--- config.mk ---
export PLATFORM = sky130hd
export DESIGN_NAME = flag_alu
export DESIGN_NICKNAME = d
export VERILOG_FILES = /design/src/rtl/flag_alu_pkg.sv /design/src/rtl/alu_lane.sv /design/src/rtl/alu_out_stage.sv /design/src/rtl/flag_alu.sv
export SDC_FILE = /design/constraint.sdc
export NUM_CORES = 1
export LEC_CHECK = 0
export CORE_MARGIN = 2
export CORE_UTILIZATION = 40
export DETAILED_ROUTE_END_ITERATION = 8
export PLACE_DENSITY = 0.67
export SLEW_MARGIN = 20
export SYNTH_ARGS = -nofsm -noshare
export SYNTH_HDL_FRONTEND = slang
export SYNTH_SLANG_ARGS = --single-unit
--- constraint.sdc ---
create_clock -name clk -period 5.8 [get_ports clk]
set_clock_uncertainty 0.2 [all_clocks]
set_input_delay 0.58 -clock clk [delete_from_list [all_inputs] [get_ports clk]]
set_output_delay 0.58 -clock clk [all_outputs]
set_load 0.02 [all_outputs]
--- src/rtl/flag_alu_pkg.sv ---
package flag_alu_pkg;

    localparam int OP_W = 4;

    typedef enum logic [OP_W-1:0] {
        OP_ADD = 4'd0,
        OP_ADC = 4'd1,
        OP_SUB = 4'd2,
        OP_SBC = 4'd3,
        OP_CMP = 4'd4,
        OP_AND = 4'd5,
        OP_OR  = 4'd6,
        OP_XOR = 4'd7,
        OP_NOT = 4'd8,
        OP_SHL = 4'd9,
        OP_SHR = 4'd10,
        OP_SAR = 4'd11,
        OP_RRC = 4'd12
    } alu_op_e;

    function automatic logic op_assigned(logic [OP_W-1:0] code);
        return code <= OP_RRC;
    endfunction

    function automatic logic op_is_logic(logic [OP_W-1:0] code);
        return (code == OP_AND) || (code == OP_OR) || (code == OP_XOR) || (code == OP_NOT);
    endfunction

endpackage

--- src/rtl/alu_lane.sv ---
module alu_lane
    import flag_alu_pkg::*;
#(
    parameter int W = 16
) (
    input  logic [OP_W-1:0] op,
    input  logic [W-1:0]    a,
    input  logic [W-1:0]    b,
    input  logic            cin,
    output logic [W-1:0]    res,
    output logic            cout,
    output logic            ovf,
    output logic            writes
);

    logic          sub_like;
    logic [W-1:0]  b_eff;
    logic          c_eff;
    logic [W:0]    sum_full;
    logic          add_ovf;
    alu_op_e       op_e;

    assign op_e     = alu_op_e'(op);
    assign sub_like = (op_e == OP_SUB) || (op_e == OP_SBC) || (op_e == OP_CMP);
    assign b_eff    = sub_like ? ~b : b;

    always_comb begin
        unique case (op_e)
            OP_ADD:         c_eff = 1'b0;
            OP_SUB, OP_CMP: c_eff = 1'b1;
            default:        c_eff = cin;
        endcase
    end

    assign sum_full = {1'b0, a} + {1'b0, b_eff} + {{W{1'b0}}, c_eff};
    assign add_ovf  = (a[W-1] == b_eff[W-1]) && (sum_full[W-1] != a[W-1]);

    always_comb begin
        res    = '0;
        cout   = 1'b0;
        ovf    = 1'b0;
        writes = 1'b1;
        unique case (op_e)
            OP_ADD, OP_ADC, OP_SUB, OP_SBC: begin
                res  = sum_full[W-1:0];
                cout = sum_full[W];
                ovf  = add_ovf;
            end
            OP_CMP: begin
                res    = sum_full[W-1:0];
                cout   = sum_full[W];
                ovf    = add_ovf;
                writes = 1'b0;
            end
            OP_AND: begin
                res  = a & b;
                cout = |(a & b);
            end
            OP_OR: begin
                res  = a | b;
                cout = |(a | b);
            end
            OP_XOR: begin
                res  = a ^ b;
                cout = |(a ^ b);
            end
            OP_NOT: begin
                res  = ~a;
                cout = |(~a);
            end
            OP_SHL: begin
                res  = {a[W-2:0], 1'b0};
                cout = a[W-1];
            end
            OP_SHR: begin
                res  = {1'b0, a[W-1:1]};
                cout = a[0];
            end
            OP_SAR: begin
                res  = {a[W-1], a[W-1:1]};
                cout = a[0];
            end
            OP_RRC: begin
                res  = {cin, a[W-1:1]};
                cout = a[0];
            end
            default: begin
                writes = 1'b0;
            end
        endcase
    end

endmodule

--- src/rtl/alu_out_stage.sv ---
module alu_out_stage #(
    parameter int DATA_W = 16
) (
    input  logic              clk,
    input  logic              rst_n,
    input  logic              in_valid,
    input  logic              known,
    input  logic              writes,
    input  logic [DATA_W-1:0] nxt_res,
    input  logic              nxt_c,
    input  logic              nxt_z,
    input  logic              nxt_n,
    input  logic              nxt_v,
    output logic              out_valid,
    output logic              wr_en,
    output logic [DATA_W-1:0] result,
    output logic              flag_c,
    output logic              flag_z,
    output logic              flag_n,
    output logic              flag_v
);

    typedef enum logic {
        ST_IDLE   = 1'b0,
        ST_RESULT = 1'b1
    } stage_st_e;

    stage_st_e state_q;
    stage_st_e state_d;
    logic      wr_q;

    always_comb begin
        unique case (state_q)
            ST_IDLE:   state_d = in_valid ? ST_RESULT : ST_IDLE;
            ST_RESULT: state_d = in_valid ? ST_RESULT : ST_IDLE;
            default:   state_d = ST_IDLE;
        endcase
    end

    always_ff @(posedge clk) begin
        if (!rst_n) begin
            state_q <= ST_IDLE;
        end else begin
            state_q <= state_d;
        end
    end

    always_ff @(posedge clk) begin
        if (!rst_n) begin
            wr_q   <= 1'b0;
            result <= '0;
            flag_c <= 1'b0;
            flag_z <= 1'b0;
            flag_n <= 1'b0;
            flag_v <= 1'b0;
        end else begin
            wr_q <= in_valid && writes;
            if (in_valid && writes) begin
                result <= nxt_res;
            end
            if (in_valid && known) begin
                flag_c <= nxt_c;
                flag_z <= nxt_z;
                flag_n <= nxt_n;
                flag_v <= nxt_v;
            end
        end
    end

    assign out_valid = (state_q == ST_RESULT);
    assign wr_en     = (state_q == ST_RESULT) && wr_q;

    p_valid_follows_r9: assert property (@(posedge clk) disable iff (!rst_n)
        in_valid |=> out_valid);

    p_idle_drains_r9: assert property (@(posedge clk) disable iff (!rst_n)
        !in_valid |=> !out_valid && !wr_en);

    p_hold_when_idle_r9: assert property (@(posedge clk) disable iff (!rst_n)
        !in_valid |=> $stable(result) && $stable(flag_c) && $stable(flag_z)
                      && $stable(flag_n) && $stable(flag_v));

endmodule

--- src/rtl/flag_alu.sv ---
module flag_alu
    import flag_alu_pkg::*;
#(
    parameter int DATA_W = 16,
    parameter int BYTE_W = 8
) (
    input  logic              clk,
    input  logic              rst_n,
    input  logic              in_valid,
    input  logic [3:0]        op,
    input  logic              byte_mode,
    input  logic [DATA_W-1:0] dest,
    input  logic [DATA_W-1:0] src,
    input  logic              carry_in,
    output logic              out_valid,
    output logic [DATA_W-1:0] result,
    output logic              wr_en,
    output logic              flag_c,
    output logic              flag_z,
    output logic              flag_n,
    output logic              flag_v
);

    localparam int HI_W = DATA_W - BYTE_W;

    logic [DATA_W-1:0] word_res;
    logic              word_c;
    logic              word_v;
    logic              word_wr;
    logic [BYTE_W-1:0] byte_res;
    logic              byte_c;
    logic              byte_v;
    logic              byte_wr;

    logic [DATA_W-1:0] sel_res;
    logic              sel_c;
    logic              sel_v;
    logic              sel_wr;
    logic              sel_n;
    logic              sel_z;

    alu_lane #(.W(DATA_W)) u_word_lane (
        .op     (op),
        .a      (dest),
        .b      (src),
        .cin    (carry_in),
        .res    (word_res),
        .cout   (word_c),
        .ovf    (word_v),
        .writes (word_wr)
    );

    alu_lane #(.W(BYTE_W)) u_byte_lane (
        .op     (op),
        .a      (dest[BYTE_W-1:0]),
        .b      (src[BYTE_W-1:0]),
        .cin    (carry_in),
        .res    (byte_res),
        .cout   (byte_c),
        .ovf    (byte_v),
        .writes (byte_wr)
    );

    always_comb begin
        if (byte_mode) begin
            sel_res = {{HI_W{1'b0}}, byte_res};
            sel_c   = byte_c;
            sel_v   = byte_v;
            sel_wr  = byte_wr;
            sel_n   = byte_res[BYTE_W-1];
        end else begin
            sel_res = word_res;
            sel_c   = word_c;
            sel_v   = word_v;
            sel_wr  = word_wr;
            sel_n   = word_res[DATA_W-1];
        end
    end

    assign sel_z = (sel_res == '0);

    alu_out_stage #(.DATA_W(DATA_W)) u_out_stage (
        .clk       (clk),
        .rst_n     (rst_n),
        .in_valid  (in_valid),
        .known     (op_assigned(op)),
        .writes    (sel_wr),
        .nxt_res   (sel_res),
        .nxt_c     (sel_c),
        .nxt_z     (sel_z),
        .nxt_n     (sel_n),
        .nxt_v     (sel_v),
        .out_valid (out_valid),
        .wr_en     (wr_en),
        .result    (result),
        .flag_c    (flag_c),
        .flag_z    (flag_z),
        .flag_n    (flag_n),
        .flag_v    (flag_v)
    );

    p_cmp_no_write_r3: assert property (@(posedge clk) disable iff (!rst_n)
        (in_valid && op == OP_CMP) |=> !wr_en && $stable(result));

    p_logic_v_clear_r4: assert property (@(posedge clk) disable iff (!rst_n)
        (in_valid && op_is_logic(op)) |=> !flag_v);

    p_zero_flag_r7: assert property (@(posedge clk) disable iff (!rst_n)
        (in_valid && op_assigned(op) && op != OP_CMP) |=> (flag_z == (result == '0)));

    p_byte_upper_zero_r8: assert property (@(posedge clk) disable iff (!rst_n)
        (in_valid && byte_mode && op_assigned(op) && op != OP_CMP)
        |=> (result[DATA_W-1:BYTE_W] == '0));

    p_unassigned_hold_r10: assert property (@(posedge clk) disable iff (!rst_n)
        (in_valid && !op_assigned(op)) |=> !wr_en && $stable(result) && $stable(flag_c)
                                            && $stable(flag_z) && $stable(flag_v));

endmodule

==> results of run 1 <==
[worst reg2reg max path: stages, from the launching register on]
cell	delay, ps
dfxtp_1	310
and2_1	130
a31oi_1	150
nor2_1	50
[synthesized netlist by cell type (9+ instances only)]
master and instances:
nand4_1 13, xnor2_1 20, inv_1 36, nand2_1 38, dfxtp_1 22, nand3_1 10, buf_2 12, nor4_1 9
ha_1 47, nor2_1 43, o21ai_0 15, a211oi_1 17, clkbuf_1 10, a21oi_1 37
[metal layers]
layer / part of all wire [%] / vias up
li1: - / 1861
met1: 42 / 1810
met2: 47 / 213
met3: 7.6 / 32
met4: 3.0 / 0
met5: 0 / -
[registers in the layout, summed over array words and instances, names as in the netlist]
name / cells
u_out_stage.result: 16
u_out_stage.flag_n: 1
u_out_stage.out_valid: 1
u_out_stage.wr_q: 1
u_out_stage.flag_z: 1
u_out_stage.flag_c: 1
u_out_stage.flag_v: 1
[worst paths after layout]
path	endpoint	slack, ps
worst min-delay path	u_out_stage.result[14]	260
worst min register to register	u_out_stage.result[14]	260
worst max-delay path	u_out_stage.flag_z	1260
worst max register to register	u_out_stage.result[10]	4830
[power groups by stage]
stage,clock (W),sequential [W],combinational [W]
finish,0.000142,0.000168,0.000395
global placement,0,0.000171,0.000385
detailed placement,0,0.000171,0.000387
CTS,0.000144,0.000168,0.000389
floorplan,0,0.000184,0.000244
global route,0.000151,0.000170,0.000430
[cell families (layout without fill, tap and decap cells)]
group / count (synthesis) / count (layout) / share of synthesized area [%]
buffers and inverters: 61 / 108 / 7.266
DFF: 22 / 22 / 12.66
and+or+nand+nor: 160 / 160 / 23.38
AOI/OAI and AO/OA: 147 / 147 / 29.78
xor gates and xnor gates: 27 / 27 / 6.799
adders and majority gates: 49 / 49 / 18.06
muxes: 7 / 7 / 2.050
[area by class of cell]
class | instances | share of cell area, %
inverter | 36 | 3.192
multi-input combinational | 390 | 65.80
tap | 108 | 3.192
clock buffer | 3 | 0.9755
clock inverter | 1 | 0.7094
sequential | 22 | 10.40
timing repair buffer | 68 | 15.73
[per-stage QoR]
step / worst slack, ps / hold WS (ps)
after floorplan: 1337 / 334.5
after global routing: 1039 / 281.0
after detailed placement: 1032 / 250.0
final: 1260 / 258.0
after CTS: 1297 / 260.9
after global placement: 1138 / 247.7
==> flow_summary.toml, run 1 <==
[status]
status = "finished clean"

[layout]
stdcell_count = 628
final_area_um2 = 4233
diodes = 0
nets = 611
final-seq-area_um2 = 440.4
fillers = 871
drive_above_1_share_pct = 4.231
final_core_util_pct = 49.26
multiInputGateArea_um2 = 2785
syn2layout_area_growth_pct = 21.69
layout_common_cells = "62 x clkdlybuf4s50_1, 47 x ha_1, 43 x nor2_1"
final_common_cell = "clkdlybuf4s50_1"

[global_route]
grt_use_met1_pct = 33.17
grt_util_all_layers_pct = 24.72
top_usage_layer = "met2"
antenna_found_initial = 0
use_met2_pct = 41.88
grt_max_degree = 40
grt_pass1_wl_mm = 19.40
grt_remaining_overflow = 0
grt_pass1_vias = 3842
grtUsageMet3_pct = 2.446

[routing]
postRouteAntennaNets = 0
first_pass_iters = 5
drc = 0
vias = 3916
drt-initial-drc-count = 336
wl_mm = 11.91
viasPerCell = 6.236
avgRoutedWirePerCell_um = 18.96

[placed_design]
place_hpwl_mm = 9.361
portBuffers = 62
place_area_um2 = 4161
place_congestion = 0.9552
dp.cells = 624

[timing]
period_needed_ps = 4540
rsz0062_at_grt = "no"
final_max_slew_viol_count = 0
setup_violations = 0
timing_hold_violations_final = 0
finalCritPeriodShare_pct = 78.28
finalSetupTns_ps = 0
tightest_slew_ps = 1096
max_freq_ghz = 0.2203
relSlewSlack_pct = 26.76

[die]
die_w_um = 97.25
dieArea_um2 = 9458
rows = 34
fp.coreArea_um2 = 8593
initial_core_util_pct = 40.48
pin_count = 63
die_height_um = 97.25

[synthesis]
ys_top_cells_by_area = "ha_1 17%, dfxtp_1 13%, a21oi_1 5.3%, xnor2_1 5.0%, nor2_1 4.6%"
netlist_area_um2 = 3478
synth_cells = 473
ys.flop_type = "dfxtp_1"
yosys.area.top_type = "ha_1"
ys_ff_latch = 22
synth.avg_cell_area_um2 = 7.354
synth_seq_area_share_pct = 12.66
ys.warnings.count = 0
yosysUniqueCellTypes = 68
yosysTopAreaCellShare_pct = 16.91
synth_edf_count = 0
async_reset_ff_share_pct = 0
syn-num-nets = 563

[worst_hold_path]
hp-class = "reg2reg"
hp-start = "u_out_stage.result[14]"
hold_path_depth = 2

[worst_setup_path]
critPathLaunch = "op[2]"
cp.arrival_ps = 4500
end_kind = "flip-flop"
crit_slowest_cell = "clkdlybuf4s50_1"
slowest_delay_ps = 740
path_common_cell = "fa_1"
cp_top_family = "compound AO/OA/AOI/OAI gates"
cp-start-kind = "input port"
path_max_fanout = 11
critPathBufInv = 1
crit_type = "in2reg"
cp_data_required_time_ps = 5760
crit_chain = "clkdlybuf4s50_1 > mux2i_1 > nor2_1 > xnor2_1 > fa_1 > fa_1 > a21o_1 > a221o_2 > a31oi_4 > xor2_1 > o311ai_0 > a211oi_1 > nand4b_1 > o21ai_1"
path_depth = 14
rr_worst_depth = 3
r2r-start = "u_out_stage.result[10]"

[power_and_ir_drop]
pwr-share-comb_pct = 56.0
p_leak_nw = 1.673
vdd_drop_max_v = 0.00009964
switchingPower_w = 0.0002855
switching_share_pct = 40.50
pwr_density_cell_nw_per_um2 = 166.6
p_clk_share_pct = 20.2
seq_power_share_pct = 23.8
p_int_w = 0.0004195
power_w = 0.0007050

[cts]
tritoncts = "built"
cts_resized = 0
clk_path_buf_depth = 2
worstSkewPairLatency_ps = 260
root_buffer = "clkbuf_8"
htreeDepth = 1
clkTransAtPathRegs_ps = 80
post_cts_buffers = 0
cts_hold_buf = 0
numCtsBuffers = 3
cts.sinks = 22

[job]
drv_cap = 0
Note: power is estimated with default switching activity, not from simulation.
==> run 2, diff against run 1 <==
--- a/config.mk
+++ b/config.mk
@@ -8,7 +8,7 @@
 export CORE_MARGIN = 2
 export CORE_UTILIZATION = 40
 export DETAILED_ROUTE_END_ITERATION = 8
-export PLACE_DENSITY = 0.67
+export PLACE_DENSITY = 0.69
 export SLEW_MARGIN = 20
 export SYNTH_ARGS = -nofsm -noshare
 export SYNTH_HDL_FRONTEND = slang
==> constraint.sdc (replaced) <==
create_clock -name clk -period 4.16 [get_ports clk]
set_clock_uncertainty 0.2 [all_clocks]
set_input_delay 0.416 -clock clk [delete_from_list [all_inputs] [get_ports clk]]
set_output_delay 0.416 -clock clk [all_outputs]
set_load 0.02 [all_outputs]
==> run 2 against run 1 <==
  * Total power is 48% higher
  * Worst hold slack improved by 7.1 ps
  * Final area up 6.1%
  * Sequential share of layout area fell by 0.59 points
  * Flip-flop and latch count stayed put
  * Highest routed layer unchanged
  * First-iteration DRC count down 7.4%
  * Count of clock-buffer cells in the layout unchanged
  * Critical path depth increased by 2
==> flow_summary.toml, run 2 (synthesis gave the netlist of run 1 again) <==
[status]
status = "finished clean"

[routing]
first_pass_iters = 6
wl_mm = 12.40
viasPerCell = 6.140
postRouteAntennaNets = 0
drt-initial-drc-count = 311
avgRoutedWirePerCell_um = 18.87
drc = 0
vias = 4034

[worst_setup_path]
end_kind = "flip-flop"
cp-start-kind = "input port"
crit_type = "in2reg"
cp.arrival_ps = 3880
path_max_fanout = 4
cp_data_required_time_ps = 4160

[cts]
cts.sinks = 22
clk_path_buf_depth = 2
clkTransAtPathRegs_ps = 70
htreeDepth = 1
root_buffer = "clkbuf_8"
worstSkewPairLatency_ps = 260
cts_hold_buf = 0
tritoncts = "built"
numCtsBuffers = 3

[global_route]
grt_remaining_overflow = 0
grt_util_all_layers_pct = 26.27
grt_pass1_wl_mm = 20.55
grt_max_degree = 39
antenna_found_initial = 0
grt_pass1_vias = 4022

[timing]
timing_hold_violations_final = 0
finalSetupTns_ps = 0
setup_violations = 0
rsz0062_at_grt = "no"
max_freq_ghz = 0.2578
finalCritPeriodShare_pct = 93.26
relSlewSlack_pct = 32.62
layout_setup_ws_ps = 280.5
final_max_slew_viol_count = 0
tightest_slew_ps = 997.2
period_needed_ps = 3880

[placed_design]
portBuffers = 62
place_hpwl_mm = 9.935
dp_slack_ps = -170.8
place_congestion = 0.9608

[die]
fp.coreArea_um2 = 8593
rows = 34
pin_count = 63
die_w_um = 97.25
dieArea_um2 = 9458
die_height_um = 97.25
initial_core_util_pct = 40.48

[worst_hold_path]
hp-class = "reg2reg"

[layout]
top_register = "u_out_stage.result"
drive_above_1_share_pct = 10.93
layout_common_cells = "62 x clkdlybuf4s50_1, 47 x ha_1, 42 x nor2_1"
nets = 640
fillers = 861
largest_register_ffs = 16
diodes = 0
syn2layout_area_growth_pct = 29.06
final_core_util_pct = 52.24
final_common_cell = "clkdlybuf4s50_1"

[power_and_ir_drop]
vdd_drop_max_v = 0.0001524
pwr_density_cell_nw_per_um2 = 232.3
power_w = 0.001043
p_leak_nw = 1.820

[job]
drv_cap = 0
## run 2: metrics by stage
step | cells | hold slack [ps] | cell area, µm²
after detailed placement | 652 | 260.2 | 4374
after global placement | 652 | 247.8 | 4374
after floorplan | 473 | 334.5 | 3481
after CTS | 656 | 270.6 | 4446
after global routing | 657 | 286.7 | 4489
final | 657 | 265.1 | 4489
## run 2: final cells by class
| type | count | area (µm²) | area share (%) |
|---|---|---|---|
| multi-input combinational | 390 | 2824 | 62.90 |
| timing repair buffer | 97 | 883.3 | 19.68 |
| sequential | 22 | 440.4 | 9.810 |
| inverter | 36 | 135.1 | 3.010 |
| tap | 108 | 135.1 | 3.010 |
| clock buffer | 3 | 41.29 | 0.9197 |
| clock inverter | 1 | 30.03 | 0.6689 |
## run 2: path summary, 6_finish.rpt
| check | from | to | slack, ps | depth (start not counted) |
|---|---|---|---|---|
| min | u_out_stage.result[8] | u_out_stage.result[8] | 270 | 2 |
| max | op[1] | u_out_stage.flag_z | 280 | 16 |
| max reg2reg | u_out_stage.result[10] | u_out_stage.result[10] | 3190 | 3 |
| min reg2reg | u_out_stage.result[8] | u_out_stage.result[8] | 270 | 2 |
## run 2: what timing repair did
item                       CTS  global route
setup endpoints to repair    0             4
buffers inserted             0             1
resized for setup            0             9
## run 2: worst max-delay path: stages
cell	delay, ps
clkdlybuf4s50_1	430
nor2_1	140
mux2i_1	100
nor2_2	160
xnor2_1	110
fa_2	380
fa_2	350
a21o_1	180
a221o_2	430
buf_4	160
xor2_1	140
a211oi_2	220
nand2_1	110
nor4_2	290
nand4b_1	130
o21ai_1	120
## run 2: power by group
group	internal (W)	total, W	switching, W
clock	0.000129	0.000197	0.0000685
combinational	0.000275	0.000612	0.000337
sequential	0.000226	0.000234	0.00000772
## run 2: per-layer routing
layer / wire [µm] / global-route usage, %
met1: 5318 / 34.68
met5: 0 / 0
met4: 473 / 7.692
met2: 5830 / 45.14
met3: 774 / 3.022
==> run 3, diff against run 2 <==
--- a/config.mk
+++ b/config.mk
@@ -13,3 +13,4 @@
 export SYNTH_ARGS = -nofsm -noshare
 export SYNTH_HDL_FRONTEND = slang
 export SYNTH_SLANG_ARGS = --single-unit
+export TNS_END_PERCENT = 100
==> results of run 3 <==
Same layout as run 2: the final DEF is identical, and so are final timing and power.
